## src/rtl/crypto_regs.sv

```systemverilog
module crypto_regs #(
  parameter int AW = 14,
  parameter int DW = 32,
  parameter int FW = 8,
  parameter logic [31:0] STATUS_VAL = 32'h0000_3F80,
  parameter logic [31:0] QSTAT_VAL  = 32'h0000_0002,
  parameter logic [31:0] WMARK_VAL  = 32'h0000_0000
) (
  input  logic          clk,
  input  logic          rst_n,
  input  logic          bus_wr,
  input  logic [AW-1:0] bus_addr,
  input  logic [DW-1:0] bus_wdata,
  output logic [DW-1:0] bus_rdata,
  output logic          q_push,
  output logic [DW-1:0] q_data,
  input  logic          ev_invalid_cmd,
  input  logic          ev_flag,
  input  logic          flag_wr,
  input  logic [FW-1:0] flag_val,
  output logic          irq
);
  localparam logic [AW-1:0] OFF_STAT  = AW'('h00C);
  localparam logic [AW-1:0] OFF_CAUSE = AW'('h018);
  localparam logic [AW-1:0] OFF_EN    = AW'('h01C);
  localparam logic [AW-1:0] OFF_WMARK = AW'('h020);
  localparam logic [AW-1:0] OFF_QSTAT = AW'('h024);
  localparam logic [AW-1:0] OFF_FLAG  = AW'('h030);
  localparam logic [AW-1:0] OFF_QUEUE = AW'('h200);
  localparam int INV_BIT  = 2;
  localparam int FLAG_BIT = 5;

  logic [DW-1:0] cause, cause_en, clr_mask, ev_vec;
  logic [FW-1:0] flag_info;

  assign clr_mask = (bus_wr && bus_addr == OFF_CAUSE) ? bus_wdata : '0;

  always_comb begin
    ev_vec = '0;
    ev_vec[INV_BIT]  = ev_invalid_cmd;
    ev_vec[FLAG_BIT] = ev_flag;
  end

  always_ff @(posedge clk or negedge rst_n) begin
    if (!rst_n) begin
      cause     <= '0;
      cause_en  <= '0;
      flag_info <= '0;
    end else begin
      cause <= (cause & ~clr_mask) | ev_vec;
      if (bus_wr && bus_addr == OFF_EN) cause_en <= bus_wdata;
      if (flag_wr) flag_info <= flag_val;
    end
  end

  assign irq    = |(cause & cause_en);
  assign q_push = bus_wr && (bus_addr == OFF_QUEUE);
  assign q_data = bus_wdata;

  always_comb begin
    case (bus_addr)
      OFF_STAT:  bus_rdata = STATUS_VAL;
      OFF_CAUSE: bus_rdata = cause;
      OFF_EN:    bus_rdata = cause_en;
      OFF_WMARK: bus_rdata = WMARK_VAL;
      OFF_QSTAT: bus_rdata = QSTAT_VAL;
      OFF_FLAG:  bus_rdata = {{(DW-FW){1'b0}}, flag_info};
      default:   bus_rdata = '0;
    endcase
  end

  p_w1c_clears_r3: assert property (@(posedge clk) disable iff (!rst_n)
    (bus_wr && bus_addr == OFF_CAUSE && bus_wdata[INV_BIT] && !ev_invalid_cmd)
      |=> !cause[INV_BIT]);

  p_irq_off_when_masked_r4: assert property (@(posedge clk) disable iff (!rst_n)
    (bus_wr && bus_addr == OFF_EN && bus_wdata == '0) |=> !irq);

  p_cause_needs_event_r5: assert property (@(posedge clk) disable iff (!rst_n)
    $rose(cause[INV_BIT]) |-> $past(ev_invalid_cmd));

  p_event_beats_clear_r6: assert property (@(posedge clk) disable iff (!rst_n)
    ev_flag |=> cause[FLAG_BIT]);

  p_enable_written_r7: assert property (@(posedge clk) disable iff (!rst_n)
    (bus_wr && bus_addr == OFF_EN) |=> (cause_en == $past(bus_wdata)));
endmodule

```

## config.mk

```make
export PLATFORM = sky130hd
export DESIGN_NAME = crypto_regs
export DESIGN_NICKNAME = d
export VERILOG_FILES = /design/src/rtl/crypto_regs.sv
export SDC_FILE = /design/constraint.sdc
export NUM_CORES = 1
export LEC_CHECK = 0
export CORE_MARGIN = 4
export CORE_UTILIZATION = 40
export CTS_CLUSTER_SIZE = 16
export DETAILED_ROUTE_END_ITERATION = 10
export DONT_BUFFER_PORTS = 1
export SLEW_MARGIN = 20
export SYNTH_ARGS = -nofsm -noshare
export SYNTH_HDL_FRONTEND = slang
export SYNTH_SLANG_ARGS = --single-unit
export TNS_END_PERCENT = 5
```

## constraint.sdc

```tcl
create_clock -name clk -period 2.3 [get_ports clk]
set_input_delay 0 -clock clk [delete_from_list [all_inputs] [get_ports clk]]
set_output_delay 0 -clock clk [all_outputs]
set_load 0.03 [all_outputs]
```

=== Word-level counts from Yosys, hierarchy flattened ===
Cells that the tools add are included.

* Multiplexer cells: 2
* Bitwise logic cells: 4
* Eq/ne operators: 6
* Reductions and logical operators: 4

{| class="wikitable"
|+ Operators by type and width
! kind !! count
|-
| $pmux 32 s5 || 1
|-
| $and 32x32->32 || 2
|-
| $mux 32 || 1
|-
| $not 32->32 || 1
|-
| $or 32x6->32 || 1
|-
| $reduce_or 32->1 || 1
|-
| $eq 14x5->1 const B || 2
|-
| $eq 14x6->1 const B || 2
|-
| $eq 14x10->1 const B || 1
|-
| $eq 14x4->1 const B || 1
|-
| $logic_and 1x1->1 || 3
|}

* Output and inout port bits: 66
* Register bits: 72
* Logic and storage cells: 19

=== Longest topological paths before layout ===
* Depth after elaboration: 6
* Gate-level depth with buffers: 6
* Depth with buffers taken out: 4

=== Worst setup path before layout ===
OpenSTA, ideal clock, no wires.

* Path kind: input to output
* Start point: input bus_addr[8]
* End point: output bus_rdata[0]
* Required time: 2.300 ns
* Stages on the path: 6
* Buffers on the path: 2
* Slack: 0.272 ns
* Arrival: 2.028 ns
* Cell sequence: or3_1 or4_1 clkbuf_1 or3_1 clkbuf_1 o2bb2ai_1

* Word-level cells in the longest chain between the ends: 2
* Elaborated cells between the ends (all ways): 6

{| class="wikitable"
|+ RTL lines
! item !! line !! text
|-
| start, declared || 12 || <nowiki>input logic [AW-1:0] bus_addr,</nowiki>
|-
| $eq 14x6->1 (tied with other cells) || 61 || <nowiki>case (bus_addr)</nowiki>
|-
| $pmux 32 s5 * || 61 ||
|-
| end, declared || 14 || <nowiki>output logic [DW-1:0] bus_rdata,</nowiki>
|}

Every way passes the cells marked *; elsewhere a longest branch is shown, timed or not.

=== Worst setup path in the final report ===
* Start point: input bus_addr[8]
* End point: output bus_rdata[2]

The elaborated chain is that of the path after synthesis.

==> results.tsv <==
stage	metric	value	unit
power_and_ir_drop	sequential power share	0.521	
routing	DR WL met3	414	um
placement	Cells after DPL	368	
die	Initial Util	0.415	
timing	fmax	496	MHz
setup_path	CP max FO	8	
yosys	top-area cell type share of the netlist area	0.490	
timing	post-route setup TNS	0	ns
power_and_ir_drop	clock power share	0.415	
cells_and_area	fin area	4430	um2
routing	Starting DRT DRC Count	149	
clock_network	clock buffer depth	2	
setup_path	CP arrival	2.02	ns
clock_network	Resize count post-CTS	0	
min_path	worst hold path type	in -> out	
global_route	vias in the first global route	2704	
timing	final worst slack	0.284	ns
routing	WL met1	3890	um
placement	RePlAce Congestion	0.735	
power_and_ir_drop	Cell Int Power	1.93	mW
routing	Max Used Layer	met4	
timing	RSZ-0062 raised after global routing	false	
power_and_ir_drop	switching power share of the total	0.218	
setup_path	Critical Path Sink Type	output port	
yosys	Top FF cell, synth	dfrtp_1	
yosys	Yosys cell types	31	
flow_run	Max-Cap Viols	0	
power_and_ir_drop	combinational power share	0.064	
timing	fin crit period	2.02	ns
setup_path	Worst setup SP type	primary input	
routing	antenna-violating nets left	0	
yosys	cells after synthesis	287	
yosys	sequential area share after synthesis	0.490	
placement	DP Worst Slack	0.314	ns
routing	routed vias/inst	5.64	
power_and_ir_drop	NetSw	538	uW
yosys	Synth top cells by count	dfrtp_1 (72), buf_4 (32), a21boi_0 (30), mux2_4 (30), a22o_1 (18)	
yosys	syn nets	347	
power_and_ir_drop	worst vdd ir	0.315	mV
global_route	initial antenna violation count	0	
status	status	completed	
yosys	count leader, synth	dfrtp_1	
cells_and_area	Non-Filler Instances	438	
die	Ports	126	
clock_network	Root Driver	clkbuf_8	
die	Die H	104	um
routing	final WL	8930	um
timing	Max Slew Vio Count	0	
yosys	Async SR Flop Fraction	1.00	
die	row count	34	
cells_and_area	share of cells above drive strength 1	0.252	
global_route	first-pass GRT wire length	14600	um
clock_network	CTS tree	built	
routing	met2 wire length	4540	um
routing	routed len/inst	20.4	um
timing	Period Utilization, post-route	0.877	
routing	Post-route DRC	0	
placement	post-place instance area	3680	um2
clock_network	total CTS buffers	9	
yosys	number of flops mapped to enable cells by yosys	0	
routing	via count	2471	
clock_network	CTS Sinks	72	
power_and_ir_drop	LEAKAGE	2.04	nW
cells_and_area	Final nets	385	
yosys	Yosys top cell by area	dfrtp_1	
timing	Layout Skew	0	ns
die	die area	10800	um2
die	die width	104	um
routing	drt first pass iters	4	
timing	relative slew slack	0.568	
global_route	total gr overflow	0	
yosys	Mapped Area	3680	um2
yosys	Mean Syn Cell Area	12.8	um2
global_route	total track usage	0.171	
setup_path	Crit Path Category	in -> out	
timing	Hold Fails Final Rpt	0	
yosys	yosys synthesis warning count	0	
global_route	largest net degree at the start of global routing	73	
clock_network	H-tree level count	3	
cells_and_area	n_diodes	0	
die	core area	8850	um2
placement	number of port buffers	0	
yosys	Yosys reg bits	72	
power_and_ir_drop	pwr/cell area	558	nW/um2
timing	Slew @ Worst Pin	0.648	ns
clock_network	worst skew pair latency	0.33	ns
timing	Setup-failing EPs final	0	
setup_path	CP required	2.30	ns
yosys	Area contributors post-synth	dfrtp_1 (49%), mux2_4 (12%), buf_4 (6.5%)	
cells_and_area	Area growth syn-to-layout	20.6	%
placement	DP HPWL	5760	um
[per-stage QoR]
step           hold slack, ns  utilization  total power [mW]
3_3_place_gp           -0.292        0.415              1.35
5_1_grt             0.0000293        0.501              2.58
3_5_place_dp           -0.292        0.415              1.35
6_report            0.0000119        0.501              2.47
2_1_floorplan          -0.296            -              1.45
4_1_cts              0.000214        0.501              2.50
[final timing paths]
kind / from / end / slack [ns] / cells after the start
setup reg to reg: flag_info[4]$_DFFE_PN0P_ / flag_info[4]$_DFFE_PN0P_ / 0.96 / 2
min in group asynchronous: rst_n / cause[27]$_DFF_PN0_ / 0.26 / 2
hold reg to reg: cause_en[14]$_DFFE_PN0P_ / cause_en[14]$_DFFE_PN0P_ / 0.54 / 1
setup / recovery: bus_addr[8] / bus_rdata[2] / 0.28 / 5
hold / removal: bus_wdata[27] / q_data[27] / 0.00001 / 0
max in group asynchronous: rst_n / cause_en[20]$_DFFE_PN0P_ / 1.75 / 2
[per-layer routing]
layer	global-route usage	vias to the layer above
met5	0	-
met4	0.0532	0
met3	0.0416	8
met2	0.285	75
met1	0.220	1258
li1	-	1130
[cell families (layout without fill, tap and decap cells)]
family,Yosys count,after routing,synth area share
compound gates,82,82,0.178
buf+inv,49,92,0.0926
flops,72,72,0.490
mux,47,47,0.172
simple gates,37,37,0.0667
[area by class of cell]
class / count / area (um2)
well taps: 108 / 135
repair buffers: 75 / 741
clock buffers: 13 / 159
fillers: 821 / 4420
flip-flops and latches: 72 / 1800
clock inverters: 3 / 40.0
multi-input cells: 166 / 1550
inverters: 1 / 3.75
[cells in the final DEF (no fill, tap or decap), types with 3 or more instances in the layout]
cell type / instances
a21boi_0: 30
a21oi_1: 3
nand4_1: 4
a221o_1: 7
mux2_2: 10
a22o_1: 18
buf_4: 19
or4_1: 4
clkbuf_8: 11
nand3_1: 3
nor3_1: 5
dfrtp_1: 72
mux2i_1: 7
o2bb2ai_1: 6
nand2_1: 4
mux2_4: 30
or3_1: 3
a22oi_1: 16
dlygate4sd3_1: 53
[repair_timing]
action	in CTS	in global routing
buffers inserted	0	0
hold buffers	54	0
endpoints found under the hold margin	144	0
[power by group through the flow]
stage / combinational, mW / clock [mW] / sequential [mW]
global route: 0.173 / 1.12 / 1.29
CTS: 0.158 / 1.06 / 1.29
detailed placement: 0.0391 / 0 / 1.31
finish: 0.158 / 1.03 / 1.29
floorplan: 0.142 / 0 / 1.31
global placement: 0.0380 / 0 / 1.31
[state kept, by name, summed over array words and instances (netlist names)]
signal     flops
cause         32
cause_en      32
flag_info      8
[worst max-delay path: stages]
cell and delay, ns:
or3_1 0.43, or4_1 0.64, or3_1 0.56, o2bb2ai_1 0.20, buf_4 0.18
(Power assumes the default switching activity.)
